File: config.mk
export PLATFORM = sky130hd
export DESIGN_NAME = agp_rd_issuer
export DESIGN_NICKNAME = d
export VERILOG_FILES = /design/src/rtl/agp_rq_pkg.sv /design/src/rtl/agp_rq_split.sv /design/src/rtl/agp_rq_credit.sv /design/src/rtl/agp_rq_seq.sv /design/src/rtl/agp_rd_issuer.sv
export SDC_FILE = /design/constraint.sdc
export NUM_CORES = 1
export LEC_CHECK = 0
export BUFFER_PORTS_ARGS = -buffer_cell sky130_fd_sc_hd__buf_2
export CAP_MARGIN = 10
export CORE_ASPECT_RATIO = 1.4
export CORE_MARGIN = 1
export CORE_UTILIZATION = 48
export DETAILED_ROUTE_END_ITERATION = 12
export PLACE_DENSITY = 0.82
export SETUP_SLACK_MARGIN = 0.5
export SYNTH_ARGS = -nofsm -noshare
export SYNTH_HDL_FRONTEND = slang
export SYNTH_SLANG_ARGS = --single-unit
File: constraint.sdc
create_clock -name clk -period 3.1 [get_ports clk]
set_input_delay 0.31 -clock clk [delete_from_list [all_inputs] [get_ports clk]]
set_output_delay 0.31 -clock clk [all_outputs]
set_load 0.05 [all_outputs]
File: src/rtl/agp_rq_pkg.sv
package agp_rq_pkg;

  typedef enum logic [1:0] {
    SQ_IDLE  = 2'd0,
    SQ_REQ   = 2'd1,
    SQ_ISSUE = 2'd2
  } sq_state_t;

  localparam logic [2:0] ST_START  = 3'b111;
  localparam logic [3:0] CMD_RD_LO = 4'b0000;
  localparam logic [3:0] CMD_RD_HI = 4'b0100;

  // Length code: number of 8-byte units minus one.
  function automatic logic [2:0] len_code(input logic [15:0] nbytes);
    logic [15:0] units;
    units = (nbytes >> 3) - 16'd1;
    return units[2:0];
  endfunction

  // Read command before inversion onto the active-low lines.
  function automatic logic [3:0] rd_cmd(input logic hi);
    return hi ? CMD_RD_HI : CMD_RD_LO;
  endfunction

endpackage

File: src/rtl/agp_rq_split.sv
module agp_rq_split #(
  parameter int BYTES_W      = 9,
  parameter int PIECE_BYTES  = 32,
  parameter int SPLIT_ABOVE  = 64
) (
  input  logic               clk,
  input  logic               rst_n,
  input  logic               acc_i,
  input  logic [31:3]        addr_i,
  input  logic [BYTES_W-1:0] bytes_i,
  input  logic               adv_i,
  output logic               busy_o,
  output logic [31:3]        cur_addr_o,
  output logic [2:0]         cur_len_o,
  output logic               cur_last_o
);
  import agp_rq_pkg::*;

  localparam logic [BYTES_W-1:0] PIECE_V = BYTES_W'(PIECE_BYTES);
  localparam logic [BYTES_W-1:0] SPLIT_V = BYTES_W'(SPLIT_ABOVE);

  logic               busy_q;
  logic [31:3]        addr_q;
  logic [BYTES_W-1:0] remain_q;
  logic               split_q;
  logic [BYTES_W-1:0] piece;

  always_comb begin
    if (split_q && (remain_q > PIECE_V)) piece = PIECE_V;
    else                                 piece = remain_q;
  end

  always_ff @(posedge clk) begin
    if (!rst_n) begin
      busy_q   <= 1'b0;
      addr_q   <= '0;
      remain_q <= '0;
      split_q  <= 1'b0;
    end else if (acc_i && !busy_q) begin
      busy_q   <= 1'b1;
      addr_q   <= addr_i;
      remain_q <= bytes_i;
      split_q  <= (bytes_i > SPLIT_V);
    end else if (adv_i && busy_q) begin
      addr_q   <= addr_q + 29'(piece >> 3);
      remain_q <= remain_q - piece;
      if (remain_q == piece) busy_q <= 1'b0;
    end
  end

  assign busy_o     = busy_q;
  assign cur_addr_o = addr_q;
  assign cur_len_o  = len_code(16'(piece));
  assign cur_last_o = (remain_q == piece);

endmodule

File: src/rtl/agp_rq_credit.sv
module agp_rq_credit #(
  parameter int MAX_OUT = 4,
  parameter int CNT_W   = $clog2(MAX_OUT + 1)
) (
  input  logic             clk,
  input  logic             rst_n,
  input  logic             inc_i,
  input  logic             dec_i,
  output logic [CNT_W-1:0] cnt_o,
  output logic             full_o,
  output logic             near_full_o
);
  localparam logic [CNT_W-1:0] CAP_V  = CNT_W'(MAX_OUT);
  localparam logic [CNT_W-1:0] NEAR_V = CNT_W'(MAX_OUT - 1);

  logic [CNT_W-1:0] cnt_q;
  logic up, dn;

  assign up = inc_i && (cnt_q != CAP_V);
  assign dn = dec_i && (cnt_q != '0);

  always_ff @(posedge clk) begin
    if (!rst_n) cnt_q <= '0;
    else begin
      case ({up, dn})
        2'b10:   cnt_q <= cnt_q + 1'b1;
        2'b01:   cnt_q <= cnt_q - 1'b1;
        default: cnt_q <= cnt_q;
      endcase
    end
  end

  assign cnt_o       = cnt_q;
  assign full_o      = (cnt_q == CAP_V);
  assign near_full_o = (cnt_q == NEAR_V);

endmodule

File: src/rtl/agp_rq_seq.sv
module agp_rq_seq (
  input  logic clk,
  input  logic rst_n,
  input  logic job_busy_i,
  input  logic job_last_i,
  input  logic cap_full_i,
  input  logic cap_near_i,
  input  logic start_i,
  output logic req_n_o,
  output logic pipe_n_o,
  output logic issue_o
);
  import agp_rq_pkg::*;

  sq_state_t state_q, state_d;
  logic      final_req;

  assign final_req = job_last_i || cap_near_i;

  always_comb begin
    state_d  = state_q;
    req_n_o  = 1'b1;
    pipe_n_o = 1'b1;
    issue_o  = 1'b0;
    case (state_q)
      SQ_IDLE: begin
        if (job_busy_i && !cap_full_i) state_d = SQ_REQ;
      end
      SQ_REQ: begin
        req_n_o = 1'b0;
        if (start_i) state_d = SQ_ISSUE;
      end
      SQ_ISSUE: begin
        pipe_n_o = 1'b0;
        issue_o  = 1'b1;
        req_n_o  = final_req;
        if (final_req) state_d = SQ_IDLE;
      end
      default: state_d = SQ_IDLE;
    endcase
  end

  always_ff @(posedge clk) begin
    if (!rst_n) state_q <= SQ_IDLE;
    else        state_q <= state_d;
  end

endmodule

File: src/rtl/agp_rd_issuer.sv
module agp_rd_issuer #(
  parameter int MAX_OUT     = 4,
  parameter int BYTES_W     = 9,
  parameter int PIECE_BYTES = 32,
  parameter int SPLIT_ABOVE = 64,
  parameter int CNT_W       = $clog2(MAX_OUT + 1)
) (
  input  logic               clk,
  input  logic               rst_n,
  input  logic               rd_valid,
  output logic               rd_ready,
  input  logic [31:3]        rd_dw_addr,
  input  logic [BYTES_W-1:0] rd_bytes,
  input  logic               rd_hi_pri,
  output logic               bus_req_n,
  input  logic               gnt_n,
  input  logic [2:0]         st,
  output logic               pipe_n,
  output logic [31:0]        ad,
  output logic [3:0]         cbe_n,
  input  logic               reply_done,
  output logic [CNT_W-1:0]   pend_cnt
);
  import agp_rq_pkg::*;

  // Named internal events, visible to the bound checker.
  logic        start_seen;
  logic        issue_fire;
  logic        job_busy;
  logic [31:3] cur_addr;
  logic [2:0]  cur_len;
  logic        cur_last;
  logic        cap_full;
  logic        cap_near;

  assign start_seen = !gnt_n && (st == ST_START);

  agp_rq_split #(
    .BYTES_W     (BYTES_W),
    .PIECE_BYTES (PIECE_BYTES),
    .SPLIT_ABOVE (SPLIT_ABOVE)
  ) u_split (
    .clk        (clk),
    .rst_n      (rst_n),
    .acc_i      (rd_valid),
    .addr_i     (rd_dw_addr),
    .bytes_i    (rd_bytes),
    .adv_i      (issue_fire),
    .busy_o     (job_busy),
    .cur_addr_o (cur_addr),
    .cur_len_o  (cur_len),
    .cur_last_o (cur_last)
  );

  agp_rq_credit #(
    .MAX_OUT (MAX_OUT),
    .CNT_W   (CNT_W)
  ) u_credit (
    .clk         (clk),
    .rst_n       (rst_n),
    .inc_i       (issue_fire),
    .dec_i       (reply_done),
    .cnt_o       (pend_cnt),
    .full_o      (cap_full),
    .near_full_o (cap_near)
  );

  agp_rq_seq u_seq (
    .clk        (clk),
    .rst_n      (rst_n),
    .job_busy_i (job_busy),
    .job_last_i (cur_last),
    .cap_full_i (cap_full),
    .cap_near_i (cap_near),
    .start_i    (start_seen),
    .req_n_o    (bus_req_n),
    .pipe_n_o   (pipe_n),
    .issue_o    (issue_fire)
  );

  assign rd_ready = !job_busy;
  assign ad       = issue_fire ? {cur_addr, cur_len} : 32'h0;
  assign cbe_n    = issue_fire ? ~rd_cmd(rd_hi_pri) : 4'hF;

endmodule

# ---- Yosys cells after proc, flatten, opt, wreduce, memory -nomap -nowiden
# Cells that the tools add are included.
dict set report word_totals {
  output_inout_bits 42
  regBits 45
  inputBits 47
  word_cells 63
}
dict set report classes {
  order_cmp 2
  eq_ne 12
  n_reduce_logical 18
  bitwise 1
  n_addsub 5
  mux 19
}
# op n
set ops {}
lappend ops {{$mux W29} 2}
lappend ops {{$mux W32} 1}
lappend ops {{$add A29 B6 Y29} 1}
lappend ops {{$mux W9} 3}
lappend ops {{$eq A9 B9 Y1} 1}
lappend ops {{$gt A9 B6 Y1 const B} 1}
lappend ops {{$gt A9 B7 Y1 const B} 1}
lappend ops {{$sub A9 B9 Y9} 1}
lappend ops {{$logic_and A1 B1 Y1} 7}
lappend ops {{$eq A3 B3 Y1 const B} 2}
lappend ops {{$mux W2} 3}
lappend ops {{$pmux W2 S3} 1}
lappend ops {{$pmux W3 S2} 1}
lappend ops {{$reduce_bool A2 Y1} 3}
lappend ops {{$sub A3 B1 Y3 const B} 2}
lappend ops {{$mux W1} 5}
lappend ops {{$eq A2 B1 Y1 const B} 2}
lappend ops {{$eq A2 B2 Y1 const B} 2}
lappend ops {{$mux W4} 1}
lappend ops {{$ne A2 B1 Y1 const B} 2}
lappend ops {{$not A3 Y4} 1}
lappend ops {{$add A3 B1 Y3 const B} 1}
lappend ops {{$eq A3 B2 Y1 const B} 1}
lappend ops {{$logic_not A1 Y1} 3}
lappend ops {{other kinds (9)} 9}

# ---- Depth between registers and ports, before layout
dict set report depth {
  depth_word 7
  ltp_mapped 11
}

# ---- By module
# Synthesis repeated with hierarchy kept, for this count alone.
dict set report unflattened {
  hier_cells 411
  hier_area_um2 3258.1
}
# mod area_each_um2 cells_per_inst n_inst
set by_module_without_submodules {}
lappend by_module_without_submodules {agp_rq_split 2687.6 336 1}
lappend by_module_without_submodules {agp_rd_issuer 259.0 42 1}
lappend by_module_without_submodules {agp_rq_credit 187.7 21 1}
lappend by_module_without_submodules {agp_rq_seq 123.9 12 1}

# ---- Worst setup path before layout
# Ideal clock, no wire load.
dict set report synth_timing {
  path_type {register to register}
  start {register u_split.remain_q[7]}
  end {register u_split.addr_q, in the netlist u_split.cur_addr_o[15]}
  path_stages_with_launch 12
  setup_slack_ps 150
  synth_period_minus_slack_ps 2950
  arrival_time_ps 2830
  path_cell_list {dfxtp_1 > clkbuf_1 > o41ai_2 > and2_1 > ha_1 > inv_1 > fa_1 > and2b_1 > o31ai_4 > a21oi_1 > a31oi_1 > o31a_1}
}
dict set report synth_via {
  elab_chain_len 6
}
# element line_no
set synth_rtl {}
lappend synth_rtl {{start, declared} agp_rq_split.sv:24} ;# logic [BYTES_W-1:0] remain_q;
lappend synth_rtl {{start signal, assigned} agp_rq_split.sv:42} ;# remain_q <= bytes_i;
lappend synth_rtl {{start signal, assigned} agp_rq_split.sv:46} ;# remain_q <= remain_q - piece;
lappend synth_rtl {{$gt A9 B6 Y1} agp_rq_split.sv:29} ;# if (split_q && (remain_q > PIECE_V)) piece = PIECE_V;
lappend synth_rtl {{$logic_and A1 B1 Y1} agp_rq_split.sv:29}
lappend synth_rtl {{$mux W9 *} agp_rq_split.sv:29}
lappend synth_rtl {{$add A29 B6 Y29 *} agp_rq_split.sv:45} ;# addr_q <= addr_q + 29'(piece >> 3);
lappend synth_rtl {{$mux W29 *} agp_rq_split.sv:44} ;# end else if (adv_i && busy_q) begin
lappend synth_rtl {{$mux W29 *} agp_rq_split.sv:39} ;# end else if (acc_i && !busy_q) begin
lappend synth_rtl {{end signal, assigned} agp_rq_split.sv:41} ;# addr_q <= addr_i;
lappend synth_rtl {{end signal, assigned} agp_rq_split.sv:45}
lappend synth_rtl {{end, declared} agp_rq_split.sv:23} ;# logic [31:3] addr_q;
# Mark *: on every way between the ends. The rest lies on a longest branch, timed or not. The select of a mux whose other input is x is not followed.
# A chain may end at the register's enable or synchronous reset.

# ---- Worst setup path in the final report
dict set report layout_timing {
  start {register u_split.remain_q[8]}
  end {register u_split.addr_q, in the netlist u_split.cur_addr_o[15]}
}
# The elaborated chain is that of the path after synthesis.

==> results.ini <==
[logic_synthesis]
yosys.area_share.simple_pct = 28.4
netlist_area_um2 = 3330
synth_mux_area_share_pct = 0.301
synth_seq_cells = 45
synth_edf_count = 0
synth_commonest_cells = dfxtp_1 (45), a21oi_1 (38), nand2_1 (37)
post-synth-top-area-fraction_pct = 27.1
synth_top_cell_by_area = dfxtp_1
synth_cells = 425
avgSynthCellArea_um2 = 7.83
synth_cell_types = 74
seq_area_frac_synth_pct = 27.1
yosys.area_share.xor_xnor_pct = 4.48
yosys_most_used_dff = dfxtp_1
synth_top_family_by_area = compound AO/OA/AOI/OAI gates
async_flop_share_pct = 0
yosysWarnings = 0
synth_compound_area_share_pct = 28.7
yosysMostFrequentCell = dfxtp_1
synth-adder-area-share_pct = 4.59
synth.area.top_cells = dfxtp_1 (27%), a21oi_1 (5.7%), and2_1 (5.6%)

[min_path]
min-delay-start = rd_dw_addr[4]
holdPathStages = 3
holdPathEnd = u_split.cur_addr_o[4]
hold_path.class = in -> reg

[floorplan]
die_h_um = 101
ios = 89
core-area_um2 = 6660
die_area_um2 = 7270
start_util_pct = 50.0
num_rows = 35
die_width_um = 72.4

[power]
p_leak_nw = 1.82
p_per_area_nw_per_um2 = 329
ir_drop_uv = 242

[cts]
cts_buffers = 5
cts_buffer_depth = 2
clock_latency_ns = 0.31
htreeDepth = 2
clkSinkCount = 45
clock-root-buffer = clkbuf_8
cts.clk_slew.worst_paths_ns = 0.10
ctsHoldBuffers = 0
cts_tree = yes

[status]
outcome = finished, final reports clean

[route]
routed_wl_um = 10600
routedWlPerCell_um = 17.2
drtAntennaViolNets = 0
drtIter0Drc = 315
viasPerCell = 6.15
first_pass_iters = 5
drc = 0
vias = 3793

[sta]
finalSetupViolCount = 0
fin_setup_tns_ns = 0
min_period_ns = 2.75
grt_setup_unrepaired = true
slew_violations = 0
relSlewSlack_pct = 19.8
tightest_slew_ns = 1.20
period_share_pct = 88.7
max_freq_mhz = 364
worst_slack_ns = 0.349
finalHoldViolCount = 0
skew_ns = 0.0187

[global_route]
grt_max_degree = 38
grt_pass1_wl_um = 16200
first_global_vias = 3525
gr-total-overflow = 0
antenna_found_initial = 0
grt_usage_pct = 28.0

[critical_path]
reg2reg_depth = 11
cp-end-kind = flop
r2r_start = u_split.remain_q[8]
r2r_slack_ns = 0.35
cp-start-kind = flop
worstReg2RegEnd = u_split.cur_addr_o[15]
criticalPathCategory = reg -> reg
startpoint = u_split.remain_q[8]
worstPathMaxFanout = 4
cp_data_arrival_time_ns = 2.95
worstPathRequired_ns = 3.30

[finish]
layout-drive-gt1-share_pct = 33.0
area_delta_synth_final_pct = 31.3
layout.nets = 582
diodes = 0
fillCellCount = 571

[place]
gp_congestion = 0.942
port_buffers = 85
hpwlAfterDp_um = 6910
post-place-ws_ns = 0.186

[job]
cap_violations = 0

flip-flops by register name, indices dropped and copies added (netlist names):
register            cells
u_credit.cnt_o          3
u_split.cur_addr_o     29
u_seq.state_q           2
u_split.remain_q        9
u_split.busy_o          1
u_split.split_q         1
final cells by class:
cell class	count	area [um2]	share of cell area, %
Clock inverter	2	37.5	0.860
Inverter	17	63.8	1.46
Sequential cell	45	911	20.9
Tap cell	92	115	2.64
Timing Repair Buffer	117	696	15.9
Clock buffer	6	82.6	1.89
Multi-Input combinational cell	338	2460	56.4
routing by layer:
layer | global-route usage [%] | part of all wire [%] | up-vias
li1 | - | - | 1753
met4 | 14.9 | 5.5 | 0
met1 | 31.0 | 39 | 1791
met5 | 0 | 0 | -
met2 | 50.5 | 50 | 198
met3 | 4.30 | 5.5 | 51
kinds of logic after synthesis:
family | Yosys count
other cells | 1
simple gates | 171
xor+xnor | 17
compound gates | 134
flops | 45
fa+ha+maj | 11
mux | 1
buf+inv | 45
what timing repair did:
| action | in CTS | in global routing |
|---|---|---|
| hold endpoints to repair | 0 | 0 |
| cloned | 0 | 0 |
| gates resized for setup | 23 | 20 |
| endpoints found under the setup margin | 25 | 24 |
| setup buffers | 19 | 5 |
| pin swaps | 25 | 20 |
power by group:
part	switching, mW	internal, mW
Combinational	0.169	0.132
Clock	0.217	0.262
Sequential	0.0485	0.609
Total	0.435	1.00
layout by cell type (no fill, tap or decap), types with 5 or more instances in the layout:
cell and count:
a2111oi_4 5, a21oi_1 36, a31oi_1 6, and2_1 29, and3_1 21, buf_2 85, buf_4 24, buf_6 8
clkbuf_8 6, dfxtp_1 41, ha_1 7, inv_1 15, nand2_1 37, nand3_1 10, nor2_1 28, nor3_1 8
o211ai_1 5, o21ai_0 17, o22ai_1 12, xnor2_1 11, xor2_1 5
through the flow:
stage	area, um2	cells	power, mW	hold WS, ns	utilization (%)
global route	4370	617	1.50	0.258	65.6
detailed placement	3860	585	0.921	0.517	58.0
global placement	3860	585	0.911	0.502	58.0
CTS	4240	612	1.41	0.251	63.6
floorplan	3410	428	0.840	0.446	-
finish	4370	617	1.44	0.247	65.6
how the worst max path moves through the flow:
stage                        endpoint
6_report       u_split.cur_addr_o[15]
2_1_floorplan  u_split.cur_addr_o[21]
4_1_cts        u_split.cur_addr_o[29]
5_1_grt        u_split.cur_addr_o[11]
3_5_place_dp   u_split.cur_addr_o[21]
3_3_place_gp   u_split.cur_addr_o[21]
worst max-delay path, cell delays in order (launching register included):
cell     delay, ns
dfxtp_4       0.38
o41ai_4       0.41
and2_4        0.22
ha_4          0.13
inv_2         0.03
fa_2          0.33
and2b_2       0.28
o31ai_4       0.09
buf_6         0.15
a21oi_4       0.23
a31oi_1       0.13
o31a_1        0.28
(Power assumes the default switching activity.)
